==> config.mk <==
export PLATFORM = sky130hd
export DESIGN_NAME = spi_mst
export DESIGN_NICKNAME = d
export VERILOG_FILES = /design/src/rtl/spi_mst_pkg.sv /design/src/rtl/spi_mst_baud.sv /design/src/rtl/spi_mst_shreg.sv /design/src/rtl/spi_mst.sv
export SDC_FILE = /design/constraint.sdc
export NUM_CORES = 1
export LEC_CHECK = 0
export CORE_MARGIN = 5
export CORE_UTILIZATION = 50
export DETAILED_ROUTE_END_ITERATION = 10
export PLACE_DENSITY_LB_ADDON = 0.05
export SYNTH_ARGS = -nofsm -noshare
export SYNTH_HDL_FRONTEND = slang
export SYNTH_SLANG_ARGS = --single-unit
==> constraint.sdc <==
create_clock -name clk -period 3.4 [get_ports clk]
set_clock_uncertainty 0.1 [all_clocks]
set_input_delay 0.68 -clock clk [delete_from_list [all_inputs] [get_ports clk]]
set_output_delay 0.68 -clock clk [all_outputs]
set_load 0.02 [all_outputs]
==> src/rtl/spi_mst_pkg.sv <==
`timescale 1ns/1ps
package spi_mst_pkg;

    typedef enum logic [2:0] {
        ST_IDLE,
        ST_SETUP,
        ST_XFER,
        ST_TAIL,
        ST_HOLD
    } spi_st_e;

endpackage

==> src/rtl/spi_mst_baud.sv <==
`timescale 1ns/1ps
module spi_mst_baud #(
    parameter int DIV_W = 8
) (
    input  logic             clk,
    input  logic             rst_n,
    input  logic             run,
    input  logic [DIV_W-1:0] div,
    output logic             tick
);
    logic [DIV_W-1:0] cnt_d, cnt_q;

    always_comb begin
        tick  = run && (cnt_q == div);
        cnt_d = (!run || tick) ? '0 : cnt_q + 1'b1;
    end

    always_ff @(posedge clk or negedge rst_n) begin
        if (!rst_n) cnt_q <= '0;
        else        cnt_q <= cnt_d;
    end

    // half-period counter never runs past the divider value
    assert_cnt_in_range_R6: assert property (@(posedge clk) disable iff (!rst_n)
        run |-> (cnt_q <= div));

endmodule

==> src/rtl/spi_mst_shreg.sv <==
`timescale 1ns/1ps
module spi_mst_shreg #(
    parameter int W     = 16,
    parameter int LEN_W = 5
) (
    input  logic             clk,
    input  logic             rst_n,
    input  logic             load,
    input  logic [W-1:0]     tx,
    input  logic [LEN_W-1:0] len,
    input  logic             sample,
    input  logic             drive,
    input  logic             miso,
    output logic             mosi,
    output logic [W-1:0]     rx_next
);
    typedef struct packed {
        logic [W-1:0] sr;
        logic         mosi;
    } sh_t;

    sh_t d, q;

    function automatic logic top_bit(input logic [W-1:0] v, input logic [LEN_W-1:0] n);
        logic b;
        b = 1'b0;
        for (int i = 0; i < W; i++)
            if (i == int'(n) - 1) b = v[i];
        return b;
    endfunction

    always_comb begin
        d = q;
        if (load) begin
            d.sr   = tx;
            d.mosi = top_bit(tx, len);
        end else begin
            if (sample) d.sr   = {q.sr[W-2:0], miso};
            if (drive)  d.mosi = top_bit(q.sr, len);
        end
        for (int i = 0; i < W; i++)
            rx_next[i] = d.sr[i] && (i < int'(len));
    end

    always_ff @(posedge clk or negedge rst_n) begin
        if (!rst_n) q <= '0;
        else        q <= d;
    end

    assign mosi = q.mosi;

    // MOSI must not move right after a sampling edge unless a new word loads
    assert_mosi_still_R1: assert property (@(posedge clk) disable iff (!rst_n)
        ($past(sample) && !$past(load) && !$past(drive)) |-> $stable(q.mosi));

    // sampling and driving never share an edge
    assert_edge_excl_R1: assert property (@(posedge clk) disable iff (!rst_n)
        !(sample && drive));

endmodule

==> src/rtl/spi_mst.sv <==
`timescale 1ns/1ps
module spi_mst
    import spi_mst_pkg::*;
#(
    parameter int W      = 16,
    parameter int NSLV   = 4,
    parameter int DIV_W  = 8,
    parameter int WAIT_W = 8,
    localparam int LEN_W = $clog2(W + 1),
    localparam int SEL_W = (NSLV > 1) ? $clog2(NSLV) : 1
) (
    input  logic              clk,
    input  logic              rst_n,
    input  logic              start,
    input  logic              stream,
    input  logic [W-1:0]      tx_word,
    input  logic [SEL_W-1:0]  target,
    input  logic              cpol,
    input  logic              cpha,
    input  logic [DIV_W-1:0]  divider,
    input  logic [LEN_W-1:0]  word_len,
    input  logic [WAIT_W-1:0] setup_wait,
    input  logic              miso,
    output logic              sclk,
    output logic              mosi,
    output logic [NSLV-1:0]   ss_n,
    output logic              busy,
    output logic              done,
    output logic [W-1:0]      rx_word
);
    localparam int EC_W = LEN_W + 1;

    typedef struct packed {
        spi_st_e           st;
        logic              cpol;
        logic              cpha;
        logic [DIV_W-1:0]  div;
        logic [LEN_W-1:0]  len;
        logic              strm;
        logic [WAIT_W-1:0] wcnt;
        logic [EC_W-1:0]   ec;
        logic              sclk;
        logic [NSLV-1:0]   ss_n;
        logic              busy;
        logic              done;
        logic [W-1:0]      rx;
    } ctl_t;

    ctl_t d, q;

    logic             tick, run, lead, xfer_tick;
    logic             sample, drive, load;
    logic [LEN_W-1:0] len_in, len_use;
    logic [W-1:0]     rx_next;
    logic [EC_W-1:0]  last_ec;

    function automatic logic [LEN_W-1:0] clamp_len(input logic [LEN_W-1:0] n);
        return (n == '0 || int'(n) > W) ? LEN_W'(W) : n;
    endfunction

    function automatic logic [NSLV-1:0] sel_mask(input logic [SEL_W-1:0] t);
        logic [NSLV-1:0] m;
        for (int i = 0; i < NSLV; i++) m[i] = !(i == int'(t));
        return m;
    endfunction

    assign len_in    = clamp_len(word_len);
    assign len_use   = (q.st == ST_IDLE) ? len_in : q.len;
    assign run       = (q.st == ST_XFER) || (q.st == ST_TAIL);
    assign lead      = ~q.ec[0];
    assign xfer_tick = (q.st == ST_XFER) && tick;
    assign sample    = xfer_tick && (lead ^ q.cpha);
    assign drive     = xfer_tick && !(lead ^ q.cpha);
    assign load      = start && ((q.st == ST_IDLE) || (q.st == ST_HOLD));
    assign last_ec   = {q.len, 1'b0} - 1'b1;

    spi_mst_baud #(.DIV_W(DIV_W)) u_baud (
        .clk  (clk),
        .rst_n(rst_n),
        .run  (run),
        .div  (q.div),
        .tick (tick)
    );

    spi_mst_shreg #(.W(W), .LEN_W(LEN_W)) u_shreg (
        .clk    (clk),
        .rst_n  (rst_n),
        .load   (load),
        .tx     (tx_word),
        .len    (len_use),
        .sample (sample),
        .drive  (drive),
        .miso   (miso),
        .mosi   (mosi),
        .rx_next(rx_next)
    );

    always_comb begin
        d      = q;
        d.done = 1'b0;
        unique case (q.st)
            ST_IDLE: begin
                d.sclk = cpol;
                if (start) begin
                    d.cpol = cpol;
                    d.cpha = cpha;
                    d.div  = divider;
                    d.len  = len_in;
                    d.strm = stream;
                    d.ss_n = sel_mask(target);
                    d.busy = 1'b1;
                    d.ec   = '0;
                    d.wcnt = setup_wait - 1'b1;
                    d.st   = (setup_wait == '0) ? ST_XFER : ST_SETUP;
                end
            end
            ST_SETUP: begin
                if (q.wcnt == '0) d.st = ST_XFER;
                else              d.wcnt = q.wcnt - 1'b1;
            end
            ST_XFER: begin
                if (tick) begin
                    d.sclk = ~q.sclk;
                    if (q.ec == last_ec) begin
                        d.done = 1'b1;
                        d.rx   = rx_next;
                        d.st   = q.strm ? ST_HOLD : ST_TAIL;
                    end else begin
                        d.ec = q.ec + 1'b1;
                    end
                end
            end
            ST_TAIL: begin
                if (tick) begin
                    d.st   = ST_IDLE;
                    d.ss_n = '1;
                    d.busy = 1'b0;
                end
            end
            ST_HOLD: begin
                if (start) begin
                    d.strm = stream;
                    d.ec   = '0;
                    d.st   = ST_XFER;
                end
            end
            default: d.st = ST_IDLE;
        endcase
    end

    always_ff @(posedge clk or negedge rst_n) begin
        if (!rst_n) begin
            q      <= '0;
            q.st   <= ST_IDLE;
            q.ss_n <= '1;
        end else begin
            q <= d;
        end
    end

    assign sclk    = q.sclk;
    assign ss_n    = q.ss_n;
    assign busy    = q.busy;
    assign done    = q.done;
    assign rx_word = q.rx;

    // at most one slave selected
    assert_one_select_R4: assert property (@(posedge clk) disable iff (!rst_n)
        $countones(~q.ss_n) <= 1);

    // idle means nobody selected
    assert_idle_deselect_R4: assert property (@(posedge clk) disable iff (!rst_n)
        !q.busy |-> (&q.ss_n));

    // during the setup wait SCLK rests at the latched polarity
    assert_sclk_rest_R6: assert property (@(posedge clk) disable iff (!rst_n)
        (q.st == ST_SETUP) |-> (q.sclk == q.cpol));

    // SCLK moves only on a divider tick once a transfer is under way
    assert_sclk_on_tick_R6: assert property (@(posedge clk) disable iff (!rst_n)
        ((q.st != ST_IDLE) && !tick) |=> $stable(q.sclk));

    // done lasts one cycle
    assert_done_pulse_R7: assert property (@(posedge clk) disable iff (!rst_n)
        q.done |=> !q.done);

    // select pattern frozen while busy, whatever the inputs do
    assert_sel_frozen_R9: assert property (@(posedge clk) disable iff (!rst_n)
        (q.busy && $past(q.busy)) |-> $stable(q.ss_n));

    // holding a stream keeps select asserted
    assert_hold_selected_R8: assert property (@(posedge clk) disable iff (!rst_n)
        (q.st == ST_HOLD) |-> (q.busy && !(&q.ss_n)));

endmodule

# Word-level counts from Yosys, hierarchy flattened
# Index checks and enable logic that the tools add are counted.
# Widths: inputs -> output; s select.
# word_totals
reg_bits,81
latchBits,0
ramBits,0
rom_bits,0
in_bits,46
out_inout_bits,24
mem_count,0
# op_classes
addsub,6
n_mul,0
n_div,0
n_lt_le_gt_ge,17
eq_ne,32
shift,0
muxes,62
bitwise,3
reduce_logical,51
# ops
op,count
$eq 5x32->1 const A,8
$eq 4x32->1 const A,4
$mux 17,4
$eq 3x32->1 const A,2
$lt 4x5->1 const A,8
$mux 1,34
$mux 33,1
$eq 2x32->1 const A,1
$logic_not 32->1,1
$logic_and 1x1->1,21
$lt 3x5->1 const A,4
$mux 5,4
$mux 3,6
$pmux 6 s3,1
$logic_not 8->1,2
$mux 16,1
$mux 8,2
$pmux 8 s2,1
$sub 8x1->8 const B,2
$pmux 3 s5,1
$ne 2x2->1 const B,7
$mux 6,2
$reduce_and 3->1,4
$lt 1x5->1 const A,2
other kinds (30),48

# Longest topological paths before layout
# Gate-level depths: netlist (run 1).
# depth
ltp_word,28
mapped_depth,12
depth_no_buf,10

# Hierarchy
# A second synthesis (run 1) with hierarchy kept.
# hier_totals
cells_unflattened,536
hier_area_um2,5033.6
# by_module_without_submodules
module,n_inst,cells_each,area_each_um2,seq_area_each_um2
spi_mst,1,327,3155.5,1381.3
spi_mst_shreg,1,163,1377.6,425.4
spi_mst_baud,1,46,500.5,200.2

# Worst setup path before layout (run 1)
# OpenSTA, ideal clock, no wires.
# synth_path
path_kind,input port to flip-flop
from,input port word_len[0]
to,"register u_shreg.q, in the netlist u_shreg.mosi"
setup_time_ns,0.082
arrival_time_ns,3.149
required_time_ns,3.218
slack_ns,0.069
stages,10
cell_sequence,or4_1 ha_1 or3b_2 mux2i_1 a211oi_1 o32a_1 nor3_1 o21ai_1 a211o_1 a31oi_1
# synth_via
elab_chain_len,24
# synth_rtl
element,line,text
from (decl),spi_mst.sv:21,"input logic [LEN_W-1:0] word_len,"
$gt 5x5->1 or $logic_not 5->1 (tied branches),spi_mst.sv:58,return (n == '0 || int'(n) > W) ? LEN_W'(W) : n;
$logic_or 1x1->1,spi_mst.sv:58,
$mux 5 (*),spi_mst.sv:58,
$mux 5 (*),spi_mst.sv:68,assign len_use = (q.st == ST_IDLE) ? len_in : q.len;
$sub 5x1->6 (*),spi_mst_shreg.sv:28,if (i == int'(n) - 1) b = v[i];
$logic_not 32->1,spi_mst_shreg.sv:28,
$mux 1 (16 in series),spi_mst_shreg.sv:28,
$mux 1,spi_mst_shreg.sv:39,"if (drive) d.mosi = top_bit(q.sr, len);"
$mux 17 (*),spi_mst_shreg.sv:34,if (load) begin
to (signal assigned),spi_mst_shreg.sv:46,if (!rst_n) q <= '0;
to (signal assigned),spi_mst_shreg.sv:47,else q <= d;
to (decl),spi_mst_shreg.sv:22,"sh_t d, q;"
# Every way passes the cells marked *; elsewhere a longest branch is shown, timed or not. The select of a mux whose other input is x is not followed.
# A chain may end at the register's enable or synchronous reset.

# Worst setup path after layout (run 1)
# layout_path
from,input port word_len[3]
to,"register u_shreg.q, in the netlist u_shreg.mosi"
# The elaborated chain is that of the path after synthesis.

==> results of run 1 <==
[power by group]
part | internal, W | switching [W] | leakage (nW) | total (W)
clock | 0.000355 | 0.000343 | 0.0925 | 0.000698
combinational | 0.00106 | 0.00139 | 1.66 | 0.00246
sequential | 0.00128 | 0.000313 | 1.01 | 0.00159
total | 0.00270 | 0.00205 | 2.77 | 0.00474
[how the worst max path moves through the flow]
stage	endpoint	depth (start not counted)
4_1_cts	u_shreg.mosi	11
5_1_grt	u_shreg.mosi	12
6_report	u_shreg.mosi	12
3_3_place_gp	u_shreg.mosi	11
2_1_floorplan	u_shreg.mosi	10
3_5_place_dp	u_shreg.mosi	11
[metrics by stage]
step | setup WS, ps | total power, W | std cells | TNS, ps
2_1_floorplan | 68.80 | 0.003160 | 575 | 0
5_1_grt | 38.15 | 0.005117 | 791 | 0
6_report | 168.9 | 0.004745 | 791 | 0
4_1_cts | 1.248 | 0.004705 | 791 | 0
3_5_place_dp | -536.9 | 0.003936 | 772 | -1521
3_3_place_gp | -474.5 | 0.003867 | 772 | -1270
[cell families (layout without fill, tap and decap cells)]
logic type,after synthesis,count (layout),synth area share [%]
AND/OR/NAND/NOR,225,225,21.99
XOR/XNOR,28,28,4.869
buffers and inverters,61,144,6.932
multiplexers,25,25,5.143
AO/OA/AOI/OAI,148,148,19.23
adder cells (fa/ha/maj),8,8,1.988
flip-flops,80,80,39.85
[cell type report]
type,instances,area share [%]
clock buffer,12,2.334
tap,133,2.676
timing repair buffer,116,16.98
inverter,13,0.7847
multi-input combinational,434,44.27
sequential,80,32.27
clock inverter,3,0.6841
[worst max-delay path, stage by stage]
cell	delay, ps
dlygate4sd2_1	240
or4_4	550
ha_4	230
or3b_4	390
mux2i_2	180
buf_4	140
a22oi_1	80
o32a_1	210
nor3_2	180
o21ai_1	90
a211o_1	300
a31oi_1	130
[synthesized netlist by cell type, drive strengths merged, types with 4 or more instances]
cell type / count
nand3b: 4
a21oi: 15
o211ai: 4
o21ai: 57
nand4: 4
o221ai: 5
xnor2: 12
dfstp: 4
nor4: 4
inv: 13
mux2: 4
a22oi: 4
nand2: 86
nor3: 17
nand3: 14
mux2i: 21
and2: 8
xor2: 16
and3: 10
a21o: 5
o22ai: 6
a22o: 10
nor2: 49
buf: 32
nand2b: 7
nor2b: 5
ha: 8
a31oi: 12
clkbuf: 16
dfrtp: 76
nor3b: 4
[timing repair]
action	CTS	global route
buffers inserted	4	0
gates cloned	0	0
pin swaps	9	7
setup endpoints to repair	1	2
resized for setup	9	10
[state kept, by name, indices dropped and copies added, names as in the netlist]
| name | cells |
|---|---|
| sclk | 1 |
| ss_n | 4 |
| rx_word | 16 |
| q | 32 |
| u_baud.cnt_q | 8 |
| u_shreg.mosi | 1 |
| done | 1 |
| u_shreg.q | 16 |
| busy | 1 |
[metal layers]
metal	vias to the layer above	wire length [um]	global-route usage, %
li1	2196	-	-
met1	2178	6243	33.08
met4	0	232	7.916
met3	18	542	3.203
met2	99	5841	35.18
met5	-	0	0
==> flow_summary.toml, run 1 <==
[critical_path]
r2r_slack_ps = 400
worstPathArrival_ps = 3410
path_max_fanout = 2
critPathLaunch = "word_len[3]"
worstPathRequired_ps = 3570
timing.rr.start = "q[39]"
cp-end-kind = "flip-flop"
worstReg2RegEnd = "rx_word[9]"
crit_type = "input pin to flip-flop"
critPathLaunchType = "input pin"
rr_worst_depth = 9

[global_route]
grt_start_max_net_pins = 81
grt_usage_pct = 22.86
grt_pass1_vias = 4484
gr-total-overflow = 0
grt_pass1_wl_mm = 21.95
antenna_found_initial = 0

[finish]
fillers = 893
regArea_um2 = 2007
drive_gt1_share_pct = 14.44
multiInputGateArea_um2 = 2753
antenna_cells = 0
final_cell_mix = "86 x nand2_1, 76 x dfrtp_1, 64 x clkdlybuf4s50_1"
final_common_cell = "nand2_1"
utilization_pct = 63.33
nets = 708
design_area_um2 = 6218
area_growth_pct = 23.48

[min_path]
whs_path_depth = 1
whs_endpoint = "rx_word[14]"
hold_start = "rx_word[14]"
min_path_type = "flip-flop to flip-flop"

[logic_synthesis]
yosysWarnings = 0
synth-main-ff-cell = "dfrtp_1"
synth_area_um2 = 5036
yosys.area.top_type_share_pct = 37.76
synth-async-reset-ratio_pct = 100.0
syn_avg_cell_area_um2 = 8.758
synth_edf_count = 0
syn_nets = 629
synth_area_leaders = "dfrtp_1 38%, nand2_1 6.4%, o21ai_0 5.4%"
synth_seq_area_share_pct = 39.85
synth_top_area_cell = "dfrtp_1"
netlist-cell-type-count = 68
synthCells = 575
synth-seq-cells = 80

[timing]
period_share_pct = 95.03
slew_violations = 0
max_slew_margin_pct = 31.61
fin_hold_ws_ps = 383.9
hold_viol = 0
tightestPinTransition_ps = 1026
min_period_ps = 3231
setup_violations = 0
clock.fmax_mhz = 309.5
rsz0062_at_grt = "no"

[clock_tree]
htree_num_levels = 3
cts_buffers = 9
root_buffer = "clkbuf_8"
clk_pin_slew_ps = 70
cts_max_path_buffers = 2
clock_latency_ps = 360
clock-sinks = 80
hold_buffers = 0
cts_tree = "yes"

[placed_design]
port_buffers = 69
dpl.hpwl_mm = 9.547
place_area_um2 = 5926
gp_congestion = 0.9422

[routing]
drt_iter0_drc = 232
wl_per_cell_um = 16.26
viasPerCell = 5.678
drtAntennaViolNets = 0
drtPass1Iterations = 5
finalWirelength_mm = 12.86
drc = 0
via_count = 4491

[die]
rows = 36
core_area_um2 = 9819
die_h_um = 110.4
io_pins = 70
start_util_pct = 51.29
die_w_um = 110.4
die_area_um2 = 12180

[pwr]
irDropWorstVdd_mv = 0.3861
power_leakage_nw = 2.768
power_density_nw_per_um2 = 763.0

[run_status]
status = "finished clean"

[job]
drv_cap = 0
Note: power is estimated with default switching activity, not from simulation.
==> inputs of run 2 (changes only) <==
--- a/config.mk
+++ b/config.mk
@@ -5,7 +5,6 @@
 export SDC_FILE = /design/constraint.sdc
 export NUM_CORES = 1
 export LEC_CHECK = 0
-export CORE_MARGIN = 5
 export CORE_UTILIZATION = 50
 export DETAILED_ROUTE_END_ITERATION = 10
 export PLACE_DENSITY_LB_ADDON = 0.05
==> run 2 against run 1 <==
Compared with the run above:
- utilization up 0.10 points
- sequential cell count unchanged
- cell area down 0.30%
- sequential share of layout area up 0.098 points
- critical path depth unchanged
- clock-buffer cell count unchanged
- register-to-register slack better by 20 ps
- largest cell class unchanged
- highest routed layer unchanged
==> flow_summary.toml, run 2 (same netlist as run 1, synthesis figures left out) <==
[critical_path]
crit_family = "simple AND/OR/NAND/NOR gates"
critPathLaunchType = "input pin"
cp_slowest_stage_delay_ps = 510
crit_path_top_delay_cell = "or4_1"
cp-end-kind = "flip-flop"
critical_path.cell_chain = "clkdlybuf4s50_1 > or4_1 > ha_1 > or3b_4 > mux2i_4 > buf_4 > a22oi_1 > o32a_1 > nor3_2 > o21ai_1 > a211o_1 > a31oi_1"
worstPathArrival_ps = 3500
path_max_fanout = 2
worstPathRequired_ps = 3590
critPathLaunch = "word_len[1]"
crit_type = "input pin to flip-flop"
critPathBufInv = 2
timing.rr.start = "q[39]"

[min_path]
min_path_type = "input pin to async pin"

[finish]
nets = 708
fillers = 906
final_cell_mix = "86 x nand2_1, 76 x dfrtp_1, 67 x clkdlybuf4s50_1"
area_growth_pct = 23.11
utilization_pct = 63.43
largest_register_ffs = 32
antenna_cells = 0
regMostFlops = "q"
design_area_um2 = 6200
drive_gt1_share_pct = 15.48
final_common_cell = "nand2_1"

[clock_tree]
hold_buffers = 0
clock_latency_ps = 360
cts_buffers = 9
root_buffer = "clkbuf_8"
htree_num_levels = 3
cts_max_path_buffers = 2
clk_pin_slew_ps = 80
cts_tree = "yes"
clock-sinks = 80

[routing]
drt_iter0_drc = 244
via_count = 4457
finalWirelength_mm = 12.48
drtPass1Iterations = 6
wl_per_cell_um = 15.76
drc = 0
drtAntennaViolNets = 0
viasPerCell = 5.628

[die]
start_util_pct = 51.52
core_area_um2 = 9774
die_area_um2 = 10480
io_pins = 70
die_w_um = 102.4
rows = 36
die_h_um = 102.4

[pwr]
internal_power_w = 0.002622
swShare_pct = 43.94
power_frac_comb_pct = 52.3
power_leakage_nw = 2.753
seqPwrFrac_pct = 33.9
irDropWorstVdd_mv = 0.3590
clockPowerShare_pct = 13.7
power_density_nw_per_um2 = 754.6
total_power_w = 0.004678
power_switching_w = 0.002056

[timing]
period_share_pct = 97.61
worst_slack_ps = 81.34
min_period_ps = 3319
tightestPinTransition_ps = 997.6
slew_violations = 0
clock.fmax_mhz = 301.3
max_slew_margin_pct = 33.49
rsz0062_at_grt = "no"
setup_violations = 0
hold_viol = 0
fin_hold_ws_ps = 381.6

[global_route]
antenna_found_initial = 0
gr-total-overflow = 0
met1_usage_pct = 36.74
grt_start_max_net_pins = 81
grt_pass1_vias = 4217
grt_pass1_wl_mm = 20.72
grt_busiest_layer = "met2"
grt_usage_pct = 25.70
met2_usage_pct = 39.86
met3_usage_pct = 3.762

[job]
drv_cap = 0

[run_status]
status = "finished clean"

[placed_design]
dpl.hpwl_mm = 9.238
place_area_um2 = 5928
port_buffers = 69
gp_congestion = 0.9367
place_ws_ps = -485.8
[run 2: routing by layer]
metal  wire [um]  share of wire, %
met1        6181                50
met2        5705                46
met3         439               3.5
met4         151               1.2
met5           0                 0
[run 2: power groups by stage]
stage	registers, W	logic [W]	clock network (W)
final	0.00159	0.00245	0.000643
after floorplan	0.00150	0.00166	0
after global placement	0.00159	0.00232	0
after detailed placement	0.00159	0.00236	0
after CTS	0.00158	0.00240	0.000662
after global routing	0.00163	0.00271	0.000698
[run 2: worst register-to-register path, delay by kind of cell (launching register included)]
family	cells	cell delay, ps
and+or+nand+nor	3	890
buffers and inverters	2	470
adders and majority gates	1	210
AOI/OAI and AO/OA	3	750
DFF	1	450
[run 2: path summary, 6_finish.rpt]
check	cells after the start	endpoint	slack [ps]
setup / recovery	12	u_shreg.mosi	80
hold / removal	1	q[48]	380
setup reg to reg	9	rx_word[3]	420
hold reg to reg	1	rx_word[0]	380
max in group asynchronous	1	rx_word[6]	2180
min in group clk	1	rx_word[0]	380
[run 2: layout make-up]
type	instances	area [um^2]	area share, %
multi-input cells	434	2764	44.58
flip-flops and latches	80	2007	32.37
repair buffers	116	1040	16.77
well taps	133	166.4	2.684
clock buffers	12	145.1	2.341
inverters	13	48.80	0.7871
clock inverters	4	28.78	0.4642
[run 2: timing repair]
item                                    CTS  global route
pin swaps                                 8             4
setup buffers                             1             1
gates cloned                              0             0
gates resized for setup                   9            13
endpoints found under the setup margin    1             1
[run 2: metrics by stage]
| stage | cells | TNS (ps) |
|---|---|---|
| floorplan | 575 | 0 |
| global placement | 774 | -1539 |
| detailed placement | 774 | -1636 |
| CTS | 791 | 0 |
| global route | 792 | 0 |
| finish | 792 | 0 |
